--- config.mk ---
export PLATFORM = sky130hd
export DESIGN_NAME = csync_burst_gate
export DESIGN_NICKNAME = d
export VERILOG_FILES = /design/src/rtl/csbg_pkg.sv /design/src/rtl/csbg_sync_in.sv /design/src/rtl/csbg_width_meter.sv /design/src/rtl/csbg_vblank_ctl.sv /design/src/rtl/csbg_burst_gen.sv /design/src/rtl/csync_burst_gate.sv
export SDC_FILE = /design/constraint.sdc
export NUM_CORES = 1
export LEC_CHECK = 0
export BUFFER_PORTS_ARGS = -buffer_cell sky130_fd_sc_hd__buf_4
export CAP_MARGIN = 0
export CORE_MARGIN = 2
export CORE_UTILIZATION = 40
export CTS_CLUSTER_DIAMETER = 120
export DETAILED_ROUTE_END_ITERATION = 12
export HOLD_SLACK_MARGIN = 0.06
export SLEW_MARGIN = 10
export SYNTH_ARGS = -nofsm -noshare
export SYNTH_HDL_FRONTEND = slang
export SYNTH_HIERARCHICAL = 1
export SYNTH_SLANG_ARGS = --single-unit
--- constraint.sdc ---
create_clock -name clk -period 5.6 [get_ports clk]
set_input_delay 0.84 -clock clk [delete_from_list [all_inputs] [get_ports clk]]
set_output_delay 0.84 -clock clk [all_outputs]
set_load 0.02 [all_outputs]
--- src/rtl/csbg_pkg.sv ---
package csbg_pkg;
  localparam int TW = 12;

  typedef struct packed {
    logic [TW-1:0] hs_min;
    logic [TW-1:0] hs_max;
    logic [TW-1:0] bst_start;
    logic [TW-1:0] bst_len;
    logic [TW-1:0] broad_min;
  } line_timing_t;
endpackage

--- src/rtl/csbg_sync_in.sv ---
module csbg_sync_in (
  input  logic clk,
  input  logic rst,
  input  logic hsync_in,
  input  logic vsync_in,
  output logic sync_q,
  output logic fall_evt,
  output logic rise_evt
);
  logic s1;

  always_ff @(posedge clk) begin
    if (rst) begin
      s1     <= 1'b1;
      sync_q <= 1'b1;
    end else begin
      s1     <= ~(hsync_in ^ vsync_in);
      sync_q <= s1;
    end
  end

  assign fall_evt = sync_q & ~s1;
  assign rise_evt = ~sync_q & s1;

  // a detected fall is followed by a low registered sync
  a_r1_fall_goes_low: assert property (@(posedge clk) disable iff (rst)
    fall_evt |=> !sync_q);
endmodule

--- src/rtl/csbg_width_meter.sv ---
module csbg_width_meter #(
  parameter int CW = 8
) (
  input  logic          clk,
  input  logic          rst,
  input  logic          sync_q,
  input  logic          fall_evt,
  input  logic          rise_evt,
  input  logic [CW-1:0] hs_min,
  input  logic [CW-1:0] hs_max,
  input  logic [CW-1:0] broad_min,
  output logic [CW-1:0] since_fall,
  output logic          hs_ok_evt,
  output logic          hs_bad_evt,
  output logic          broad_evt
);
  localparam logic [CW-1:0] SAT = '1;
  logic [CW-1:0] low_cnt;
  logic          in_window;

  always_ff @(posedge clk) begin
    if (rst) begin
      low_cnt    <= '0;
      since_fall <= SAT;
    end else if (fall_evt) begin
      low_cnt    <= CW'(1);
      since_fall <= CW'(1);
    end else begin
      if (!sync_q && low_cnt != SAT) low_cnt <= low_cnt + 1'b1;
      if (since_fall != SAT) since_fall <= since_fall + 1'b1;
    end
  end

  assign in_window  = (low_cnt >= hs_min) && (low_cnt <= hs_max);
  assign hs_ok_evt  = rise_evt & in_window;
  assign hs_bad_evt = rise_evt & ~in_window;
  assign broad_evt  = ~sync_q & (low_cnt == broad_min);

  // a pulse ending is never both a line sync and a broad detection
  a_r3_ok_not_broad: assert property (@(posedge clk) disable iff (rst)
    hs_ok_evt |-> !broad_evt);
endmodule

--- src/rtl/csbg_vblank_ctl.sv ---
module csbg_vblank_ctl #(
  parameter int VB_CLEAR = 4
) (
  input  logic clk,
  input  logic rst,
  input  logic broad_evt,
  input  logic hs_ok_evt,
  input  logic hs_bad_evt,
  output logic vblank
);
  localparam int VW = (VB_CLEAR < 2) ? 1 : $clog2(VB_CLEAR);
  localparam logic [VW-1:0] LAST = VW'(VB_CLEAR - 1);
  logic [VW-1:0] run;

  always_ff @(posedge clk) begin
    if (rst) begin
      vblank <= 1'b0;
      run    <= '0;
    end else if (broad_evt) begin
      vblank <= 1'b1;
      run    <= '0;
    end else if (vblank) begin
      if (hs_ok_evt) begin
        if (run == LAST) begin
          vblank <= 1'b0;
          run    <= '0;
        end else begin
          run <= run + 1'b1;
        end
      end else if (hs_bad_evt) begin
        run <= '0;
      end
    end
  end

  // the flag only drops on a line sync
  a_r7_clear_on_hsync: assert property (@(posedge clk) disable iff (rst)
    $fell(vblank) |-> $past(hs_ok_evt));
endmodule

--- src/rtl/csbg_burst_gen.sv ---
module csbg_burst_gen #(
  parameter int CW = 8
) (
  input  logic          clk,
  input  logic          rst,
  input  logic          fall_evt,
  input  logic          hs_ok_evt,
  input  logic          vblank,
  input  logic [CW-1:0] since_fall,
  input  logic [CW-1:0] bst_start,
  input  logic [CW-1:0] bst_len,
  output logic          burst_gate
);
  logic          armed;
  logic          start;
  logic [CW-1:0] bcnt;

  always_ff @(posedge clk) begin
    if (rst)            armed <= 1'b0;
    else if (fall_evt)  armed <= 1'b0;
    else if (hs_ok_evt) armed <= 1'b1;
  end

  assign start = armed & ~vblank & (since_fall == bst_start);

  always_ff @(posedge clk) begin
    if (rst) begin
      burst_gate <= 1'b0;
      bcnt       <= '0;
    end else if (start) begin
      burst_gate <= 1'b1;
      bcnt       <= bst_len - 1'b1;
    end else if (burst_gate) begin
      if (bcnt == '0) burst_gate <= 1'b0;
      else            bcnt       <= bcnt - 1'b1;
    end
  end

  // no burst opens during the vertical interval
  a_r4_no_burst_in_vblank: assert property (@(posedge clk) disable iff (rst)
    $rose(burst_gate) |-> $past(!vblank));
  // a burst lasts more than one sample
  a_r5_burst_min_len: assert property (@(posedge clk) disable iff (rst)
    $rose(burst_gate) |=> burst_gate);
endmodule

--- src/rtl/csync_burst_gate.sv ---
module csync_burst_gate
  import csbg_pkg::*;
#(
  parameter int NT_HS_MIN    = 28,
  parameter int NT_HS_MAX    = 37,
  parameter int NT_BST_START = 38,
  parameter int NT_BST_LEN   = 18,
  parameter int NT_BROAD_MIN = 179,
  parameter int PL_HS_MIN    = 35,
  parameter int PL_HS_MAX    = 46,
  parameter int PL_BST_START = 47,
  parameter int PL_BST_LEN   = 20,
  parameter int PL_BROAD_MIN = 221,
  parameter int VB_CLEAR     = 4
) (
  input  logic clk,
  input  logic rst,
  input  logic hsync_in,
  input  logic vsync_in,
  input  logic std_ntsc,
  output logic csync_out,
  output logic burst_gate,
  output logic clamp_strobe,
  output logic vblank
);
  localparam int BROAD_MAX = (NT_BROAD_MIN > PL_BROAD_MIN) ? NT_BROAD_MIN : PL_BROAD_MIN;
  localparam int CW = $clog2(BROAD_MAX + 2);

  localparam line_timing_t NT_TIM = '{hs_min: TW'(NT_HS_MIN), hs_max: TW'(NT_HS_MAX),
    bst_start: TW'(NT_BST_START), bst_len: TW'(NT_BST_LEN), broad_min: TW'(NT_BROAD_MIN)};
  localparam line_timing_t PL_TIM = '{hs_min: TW'(PL_HS_MIN), hs_max: TW'(PL_HS_MAX),
    bst_start: TW'(PL_BST_START), bst_len: TW'(PL_BST_LEN), broad_min: TW'(PL_BROAD_MIN)};

  line_timing_t  tim;
  logic          sync_q, fall_evt, rise_evt;
  logic [CW-1:0] since_fall;
  logic          hs_ok_evt, hs_bad_evt, broad_evt;

  always_comb tim = std_ntsc ? NT_TIM : PL_TIM;

  csbg_sync_in u_sync (
    .clk(clk), .rst(rst), .hsync_in(hsync_in), .vsync_in(vsync_in),
    .sync_q(sync_q), .fall_evt(fall_evt), .rise_evt(rise_evt)
  );

  csbg_width_meter #(.CW(CW)) u_meter (
    .clk(clk), .rst(rst), .sync_q(sync_q), .fall_evt(fall_evt), .rise_evt(rise_evt),
    .hs_min(tim.hs_min[CW-1:0]), .hs_max(tim.hs_max[CW-1:0]),
    .broad_min(tim.broad_min[CW-1:0]), .since_fall(since_fall),
    .hs_ok_evt(hs_ok_evt), .hs_bad_evt(hs_bad_evt), .broad_evt(broad_evt)
  );

  csbg_vblank_ctl #(.VB_CLEAR(VB_CLEAR)) u_vb (
    .clk(clk), .rst(rst), .broad_evt(broad_evt), .hs_ok_evt(hs_ok_evt),
    .hs_bad_evt(hs_bad_evt), .vblank(vblank)
  );

  csbg_burst_gen #(.CW(CW)) u_burst (
    .clk(clk), .rst(rst), .fall_evt(fall_evt), .hs_ok_evt(hs_ok_evt), .vblank(vblank),
    .since_fall(since_fall), .bst_start(tim.bst_start[CW-1:0]),
    .bst_len(tim.bst_len[CW-1:0]), .burst_gate(burst_gate)
  );

  always_ff @(posedge clk) begin
    if (rst) clamp_strobe <= 1'b0;
    else     clamp_strobe <= fall_evt & ~vblank;
  end

  assign csync_out = sync_q;

  initial begin
    a_cfg_order: assert (NT_BST_START > NT_HS_MAX && PL_BST_START > PL_HS_MAX
                         && NT_BST_LEN >= 2 && PL_BST_LEN >= 2 && CW <= TW && VB_CLEAR >= 1)
      else $error("csync_burst_gate: inconsistent timing parameters");
  end

  // the strobe marks a sync fall and lasts one cycle
  a_r2_clamp_at_fall: assert property (@(posedge clk) disable iff (rst)
    clamp_strobe |-> (!csync_out && $past(csync_out)));
  a_r2_clamp_single: assert property (@(posedge clk) disable iff (rst)
    clamp_strobe |=> !clamp_strobe);
  // the burst opens only after the sync has returned high
  a_r5_burst_after_sync: assert property (@(posedge clk) disable iff (rst)
    $rose(burst_gate) |-> csync_out);
  // the vertical flag rises only during a low pulse
  a_r6_vblank_in_low: assert property (@(posedge clk) disable iff (rst)
    $rose(vblank) |-> $past(!csync_out));
endmodule

**After elaboration in Yosys (flattened, before gate mapping)**

Cells that the tools add are included.

- $add $sub $neg: 5
- $mul: 0
- Divide/modulo/power cells: 0
- Order comparisons: 2
- Equality and inequality tests: 6
- Shifts and indexed selects: 0
- Mux-type cells: 18
- Bitwise operators: 14
- Reduce and logical (&&, ||, !) cells: 12

Operators with widths:

| operator | count |
|---|---|
| 54-bit 2-to-1 mux | 1 |
| 8-bit 2-to-1 mux | 5 |
| 8-bit by 1-bit adder with 8-bit output, second input constant | 2 |
| 8-bit equality test | 2 |
| 8-bit != test, second input constant | 2 |
| 8-bit by 1-bit subtractor with 8-bit output, second input constant | 2 |
| 1-bit 2-to-1 mux | 9 |
| 1-bit AND | 8 |
| 8-bit by 6-bit greater-or-equal comparator with 1-bit output | 1 |
| 8-bit less-or-equal comparator | 1 |
| 8-bit zero test | 1 |
| 2-bit nonzero test | 4 |
| 2-bit 2-to-1 mux | 3 |
| 1-bit NOT | 5 |
| 2-bit AND reduction | 2 |
| 2-bit OR reduction | 2 |
| 2-bit by 1-bit adder with 2-bit output, second input constant | 1 |
| 2-bit equality test, second input constant | 1 |
| 1-bit logical AND | 2 |
| 2-bit by 1-bit != test with 1-bit output, second input constant | 1 |
| 1-bit zero test | 1 |
| 1-bit XOR | 1 |

- Flip-flop bits (word level): 32
- Latch bits: 0
- Bits in writable memories: 0
- Bits in read-only memories: 0
- Input port bits: 5
- Output and inout port bits: 4
- Logic and storage cells: 69
- Memories: 0

**Longest topological paths before layout**

Gate-level depths: netlist of the first run.

- Word-level depth: 7
- Depth in mapped cells: 12
- Mapped depth without buffers: 11

**Hierarchy**

The synthesis of the first run kept the hierarchy.

Modules (own cells, without submodules):

| module | instances | cells an instance | area an instance (um^2) | seq. area each (um^2) |
|---|---|---|---|---|
| csbg_width_meter | 1 | 154 | 1336.3 | 320.3 |
| csbg_burst_gen | 1 | 87 | 755.7 | 200.2 |
| csbg_vblank_ctl | 1 | 13 | 156.4 | 60.1 |
| csbg_sync_in | 1 | 7 | 73.8 | 40.0 |
| csync_burst_gate | 1 | 5 | 43.8 | 20.0 |

**Worst setup path before layout of the first run**

OpenSTA, ideal clock, no wires.

- Path kind: input-to-reg
- Start: input port std_ntsc
- End: register u_burst.bcnt[4]
- Library setup time: 0.086 ns
- Arrival: 2.815 ns
- Data required time: 5.514 ns
- Path slack: 2.700 ns
- Cell stages on the path: 10
- Path buffers: 1
- Cells stage by stage: inv_1 -> a222oi_1 -> and4_1 -> buf_6 -> mux2i_1 -> ha_1 -> o211ai_2 -> nor3_1 -> xnor2_1 -> a211oi_1

- Cells in the longest elaborated chain, start to end: 5
- Elaborated cells between the ends (all ways): 8
- Those cells by class: add/sub: 1; eq/ne: 2; mux: 2; bitwise: 1; reduce/logical: 2

Ends and longest elaborated chain:

| item | line | RTL |
|---|---|---|
| start, declared | csync_burst_gate.sv:20 | `input logic std_ntsc,` |
| 54-bit 2-to-1 mux (*) | csync_burst_gate.sv:39 | `always_comb tim = std_ntsc ? NT_TIM : PL_TIM;` |
| branches (longest 4 deep; another with 8-bit by 1-bit subtractor with 8-bit output) | n/a |  |
| end signal, assigned | csbg_burst_gen.sv:32 | `bcnt <= bst_len - 1'b1;` |
| end signal, assigned | csbg_burst_gen.sv:35 | `else bcnt <= bcnt - 1'b1;` |
| end, declared | csbg_burst_gen.sv:16 | `logic [CW-1:0] bcnt;` |

Every way passes the cells marked *.
A chain may end at the register's enable or synchronous reset.

==> summary.txt, run 1 <==
Cell taking the most area after synthesis - dfxtp_1
Mean area per synthesized cell - 8.895 µm²
Final max-slew violation count - 0
Core box area - 5816 µm²
Clk pin slew, worst setup/hold paths - 70 ps
Total number of vias - 1929
Cts-stage hold buffer count - 0
Die H - 80.91 µm
Wire per inst - 12.27 µm
Final hold viol count - 0
Post-synthesis instance total - 266
Post-cts resize count - 0
Setup violators final - 0
Number of fillers in the final layout - 610
Top layer used by detailed routing - met4
Ratio of total power to cell area - 259.7 nW/µm²
Final weighted congestion of routability-driven global placement - 0.8571
Total Neg Setup Slack - 0 ps
Yosys warnings - 6
Worst-path cell with the longest stage delay - and4_1
Compound-cell area share of the yosys netlist - 19.67%
Data required time of the critical path - 5800 ps
Vias in the first global route - 1822
Buffer count from post-CTS setup fixing - 0
Category of the worst setup path launch point - primary input
Worst setup path start - std_ntsc
Combinational family with the most area after synthesis - simple AND/OR/NAND/NOR gates
Routed length on met2 - 2236 µm
Sequential share of the synthesized area - 27.08%
Congestion Overflow GR - 0
Clock Tree Root - clkbuf_8
Crit path capture type - register
Clock tree sinks - 32
Fraction of synthesized area in multiplexers - 3.860%
Maximum number of pins on one net before global-route repair - 23
Status - complete, no violations
Number of optimization iterations in the first detailed-route pass - 4
CTS buffer count - 5
Iteration-0 DRC count of the detailed router - 66
Max-cap check violation count - 0
Async S/R FF share, synth - 0%
Worst max-slew margin expressed relative to the limit - 47.98%
Area share of the largest cell type after synthesis - 27.08%
Synth Register Bits - 32
Library cells used by synthesis - 63
R2R Path Start - u_meter/since_fall[3]
Area share of and/or/nand/nor cells after synthesis - 21.95%
Most common cell after layout, fill and taps aside - conb_1
Width of the chip - 80.91 µm
Diode insertion count for antenna repair - 0
Placement Rows - 28
Sequential cell area in the final layout - 640.6 µm²
DRC violations left - 0
Number of vias per cell - 5.037
Clock skew after layout - 9.468 ps
Unrepaired setup endpoints after global routing - false
Highest Clock Rate - 309.2 MHz
Wire length of the first global-routing pass - 8273 µm
Final worst path period need - 3235 ps
Hpwl dp - 3479 µm
Combined area of the multi-input logic cells - 1720 µm²
TritonCTS clock tree - yes
Effective utilization at floorplan - 40.68%
XOR/XNOR share of the synthesized area - 11.11%
Final worst path period share - 57.76%
Total leakage power - 0.001121 µW
P&R area growth vs syn - 14.49%
Dominant cells by area after synthesis - dfxtp_1 (27%), ha_1 (11%), xnor2_1 (7.8%), inv_1 (3.5%), mux2i_1 (3.4%)
Slew at the pin closest to its max-slew limit - 778.6 ps
Total cell area at the placement stage - 2597 µm²
Leading cell types in the layout, fill and taps excluded - conb_1 (35), dfxtp_1 (32), inv_1 (22), xnor2_1 (21), ha_1 (20)
Die Area - 6546 µm²
Post-route met1 wirelength - 2248 µm
Share of final-layout standard cells stronger than drive strength 1 - 11.69%
Main synth FF type - dfxtp_1
Number of flops mapped to enable cells by yosys - 0
Worst Path Arrival - 3440 ps
Fin nets - 332
Min-delay worst type - reg -> reg
Port bufs - 8
Worst path bufs/invs - 2
Critical path peak fanout - 16
Cell area after layout - 2709 µm²
Met3 Routed Length - 100 µm
Longest Clk Path Bufs - 2
Biggest cell delay along the critical path - 550 ps
Antenna-violating nets left - 0
Netlist area before placement - 2366 µm²
Worst path cell trace - buf_4 > inv_1 > a222oi_1 > and4_1 > mux2i_1 > ha_1 > o211ai_2 > nor3_1 > xnor2_1 > a211oi_1
Largest delay share family, worst path - compound AO/OA/AOI/OAI gates
Total wire length after detailed routing - 4698 µm
Overall Global Routing Usage - 16.00%
Final Util - 46.58%
Count of boundary I/O pins - 9
Number of antenna violations at the first check in global routing - 0
H-tree depth - 2
Max rail drop VDD - 141.2 µV
Hold wc startpoint - u_sync/s1
Fraction of the mapped netlist area in adder cells - 10.58%
Startpoint-to-endpoint class of the critical path - in -> reg
Insertion delay of the later-clocked pin in the worst-skew pair - 290 ps
[synth_stat cells, types with 8 or more instances]
library cell	n
dfxtp_1	32
nor2_1	17
mux2i_1	8
nand2b_1	8
a21oi_1	13
nand2_1	10
ha_1	20
xor2_1	9
inv_1	22
nor3_1	9
xnor2_1	21
o21ai_0	8
[flip-flops by register name, indices dropped and copies added (netlist names)]
name	cells
u_vb/run	2
clamp_strobe	1
u_sync/s1	1
u_sync/sync_q	1
u_vb/vblank	1
u_meter/low_cnt	8
u_burst/burst_gate	1
u_burst/armed	1
u_meter/since_fall	8
u_burst/bcnt	8
[area by class of cell]
| type | count | share of cell area (%) |
|---|---|---|
| Tap cell | 75 | 3.464 |
| Clock buffer | 5 | 2.540 |
| Clock inverter | 3 | 1.570 |
| Sequential cell | 32 | 23.65 |
| Inverter | 22 | 3.048 |
| Timing Repair Buffer | 8 | 2.217 |
| Multi-Input combinational cell | 238 | 63.51 |
[power breakdown]
part / internal, µW / leakage, µW / switching (µW)
combinational: 87.1 / 0.000806 / 98.5
clock: 132 / 0.0000541 / 94.0
sequential: 253 / 0.000261 / 39.4
[worst paths after layout]
path              slack (ps)  depth (start not counted)              end
setup / recovery        2370                         10  u_burst/bcnt[4]
hold / removal           460                          1    u_sync/sync_q
setup reg to reg        2840                          9  u_burst/bcnt[4]
hold reg to reg          460                          1    u_sync/sync_q
[cells by family after synthesis]
group	after synthesis
fa+ha+maj	20
xor+xnor	30
mux	9
compound gates	58
other cells	2
simple gates	86
buf+inv	29
flops	32
[through the flow]
stage	worst slack [ps]	hold slack (ps)	cells	total power, µW
5_1_grt	2029	509.1	383	756.5
3_3_place_gp	2193	446.0	375	478.8
2_1_floorplan	2700	425.6	299	457.7
3_5_place_dp	2079	451.2	375	481.2
4_1_cts	2360	467.6	383	709.0
6_report	2365	459.7	383	703.4
[metal layers]
layer,up-vias,track usage (%)
li1,1015,-
met1,890,20.28
met2,14,26.20
met3,10,3.444
met4,0,6.780
met5,-,0
Power figures use the tool's default switching activity.
==> run 2: changes to the inputs <==
- clock period: 5.6 -> 2.8 ns (I/O delays scaled with it)
==> summary.txt, run 2 (synthesized netlist as in run 1, its figures left out) <==
Core box area - 5816 µm²
Total Neg Setup Slack - 0 ps
Final worst path period share - 88.49%
Total number of vias - 1912
Placement Rows - 28
Effective utilization at floorplan - 40.68%
TritonCTS clock tree - yes
Slack of the worst reg-to-reg path - 320 ps
Total wire length after detailed routing - 4676 µm
Critical path peak fanout - 5
Antenna-violating nets left - 0
Buffer count from post-CTS setup fixing - 0
Largest registers - u_burst/bcnt: 8 flops, u_meter/low_cnt: 8 flops, u_meter/since_fall: 8 flops
Clock skew after layout - 10.64 ps
Clock Tree Root - clkbuf_8
Longest Clk Path Bufs - 2
Number of fillers in the final layout - 615
Die H - 80.91 µm
R2R Path Start - u_meter/since_fall[4]
Die Area - 6546 µm²
Final weighted congestion of routability-driven global placement - 0.7651
Worst Path Arrival - 2680 ps
Worst setup path start - u_meter/since_fall[4]
Port bufs - 8
Data required time of the critical path - 3000 ps
CTS buffer count - 5
DRC violations left - 0
Count of boundary I/O pins - 9
Wire length of the first global-routing pass - 8197 µm
Congestion Overflow GR - 0
Leading cell types in the layout, fill and taps excluded - conb_1 (35), dfxtp_1 (32), inv_1 (22), xnor2_1 (21), ha_1 (20)
Maximum number of pins on one net before global-route repair - 23
P&R area growth vs syn - 15.60%
Worst hold-check slack - 364.1 ps
Diode insertion count for antenna repair - 0
Category of the worst setup path launch point - register
Slew at the pin closest to its max-slew limit - 699.7 ps
Total leakage power - 0.001148 µW
Number of optimization iterations in the first detailed-route pass - 4
H-tree depth - 2
Share of final-layout standard cells stronger than drive strength 1 - 13.33%
Clock tree sinks - 32
Crit path capture type - register
Iteration-0 DRC count of the detailed router - 39
Final hold viol count - 0
Ratio of total power to cell area - 479.1 nW/µm²
Hold wc startpoint - hsync_in
Wire per inst - 11.99 µm
Overall Global Routing Usage - 16.09%
Clk pin slew, worst setup/hold paths - 70 ps
Final max-slew violation count - 0
Max rail drop VDD - 238.9 µV
Setup violators final - 0
Max-cap check violation count - 0
Insertion delay of the later-clocked pin in the worst-skew pair - 280 ps
Highest Clock Rate - 403.6 MHz
Unrepaired setup endpoints after global routing - false
Vias in the first global route - 1910
Number of antenna violations at the first check in global routing - 0
Most common cell after layout, fill and taps aside - conb_1
Width of the chip - 80.91 µm
Hpwl dp - 3538 µm
Startpoint-to-endpoint class of the critical path - reg -> reg
Cts-stage hold buffer count - 0
Worst max-slew margin expressed relative to the limit - 53.26%
Status - complete, no violations
Fin nets - 340
Final worst path period need - 2478 ps
Min-delay worst type - in -> reg
Number of vias per cell - 4.903
Post-cts resize count - 0
[run 2: cell types whose count changed in the layout (fill, tap and decap cells not counted)]
cell and change:
clkbuf_1 +1, bufinv_16 -1, buf_4 +8, clkinvlp_4 -1
[run 2: layout make-up]
class	instances	area [µm²]	share of cell area [%]
multi-input cells	238	1720	62.90
clock inverters	1	5.005	0.1830
repair buffers	16	120.1	4.392
well taps	75	93.84	3.431
clock buffers	6	72.57	2.653
inverters	22	82.58	3.019
flip-flops and latches	32	640.6	23.42
[run 2: metrics by stage]
step	instances	total power (µW)	setup slack, ps	util, %	area, µm²
3_5_place_dp	383	984.7	183.9	45.70	2658
5_1_grt	390	1413	77.10	47.03	2735
4_1_cts	390	1327	312.2	47.03	2735
2_1_floorplan	299	915.4	319.9	-	2490
3_3_place_gp	383	979.7	279.3	45.70	2658
6_report	390	1310	322.4	47.03	2735
[run 2: routing by layer]
layer,global-route usage (%),vias up,wire (µm)
met3,3.778,2,110
li1,-,1021,-
met2,28.35,18,2311
met5,0,-,0
met1,18.86,871,2221
met4,6.102,0,33
[run 2: report_power, final]
| group | switching (µW) | leakage, µW | internal (µW) |
|---|---|---|---|
| combinational | 212 | 0.000846 | 191 |
| clock | 166 | 0.0000410 | 169 |
| sequential | 66.9 | 0.000261 | 506 |
| total | 445 | 0.00115 | 866 |
[run 2: worst max-delay path, cell delays in order, from the launching register on]
cell,delay [ps]
dfxtp_1,370
xor2_1,160
nor3_1,400
and4_1,340
mux2i_1,230
ha_1,260
o211ai_2,130
nor3_1,200
xnor2_1,90
a211oi_1,220
[run 2: worst paths after layout]
check | end | cells after the start
max | u_burst/bcnt[4] | 9
min | u_sync/s1 | 3
max reg2reg | u_burst/bcnt[4] | 9
min reg2reg | u_sync/sync_q | 1
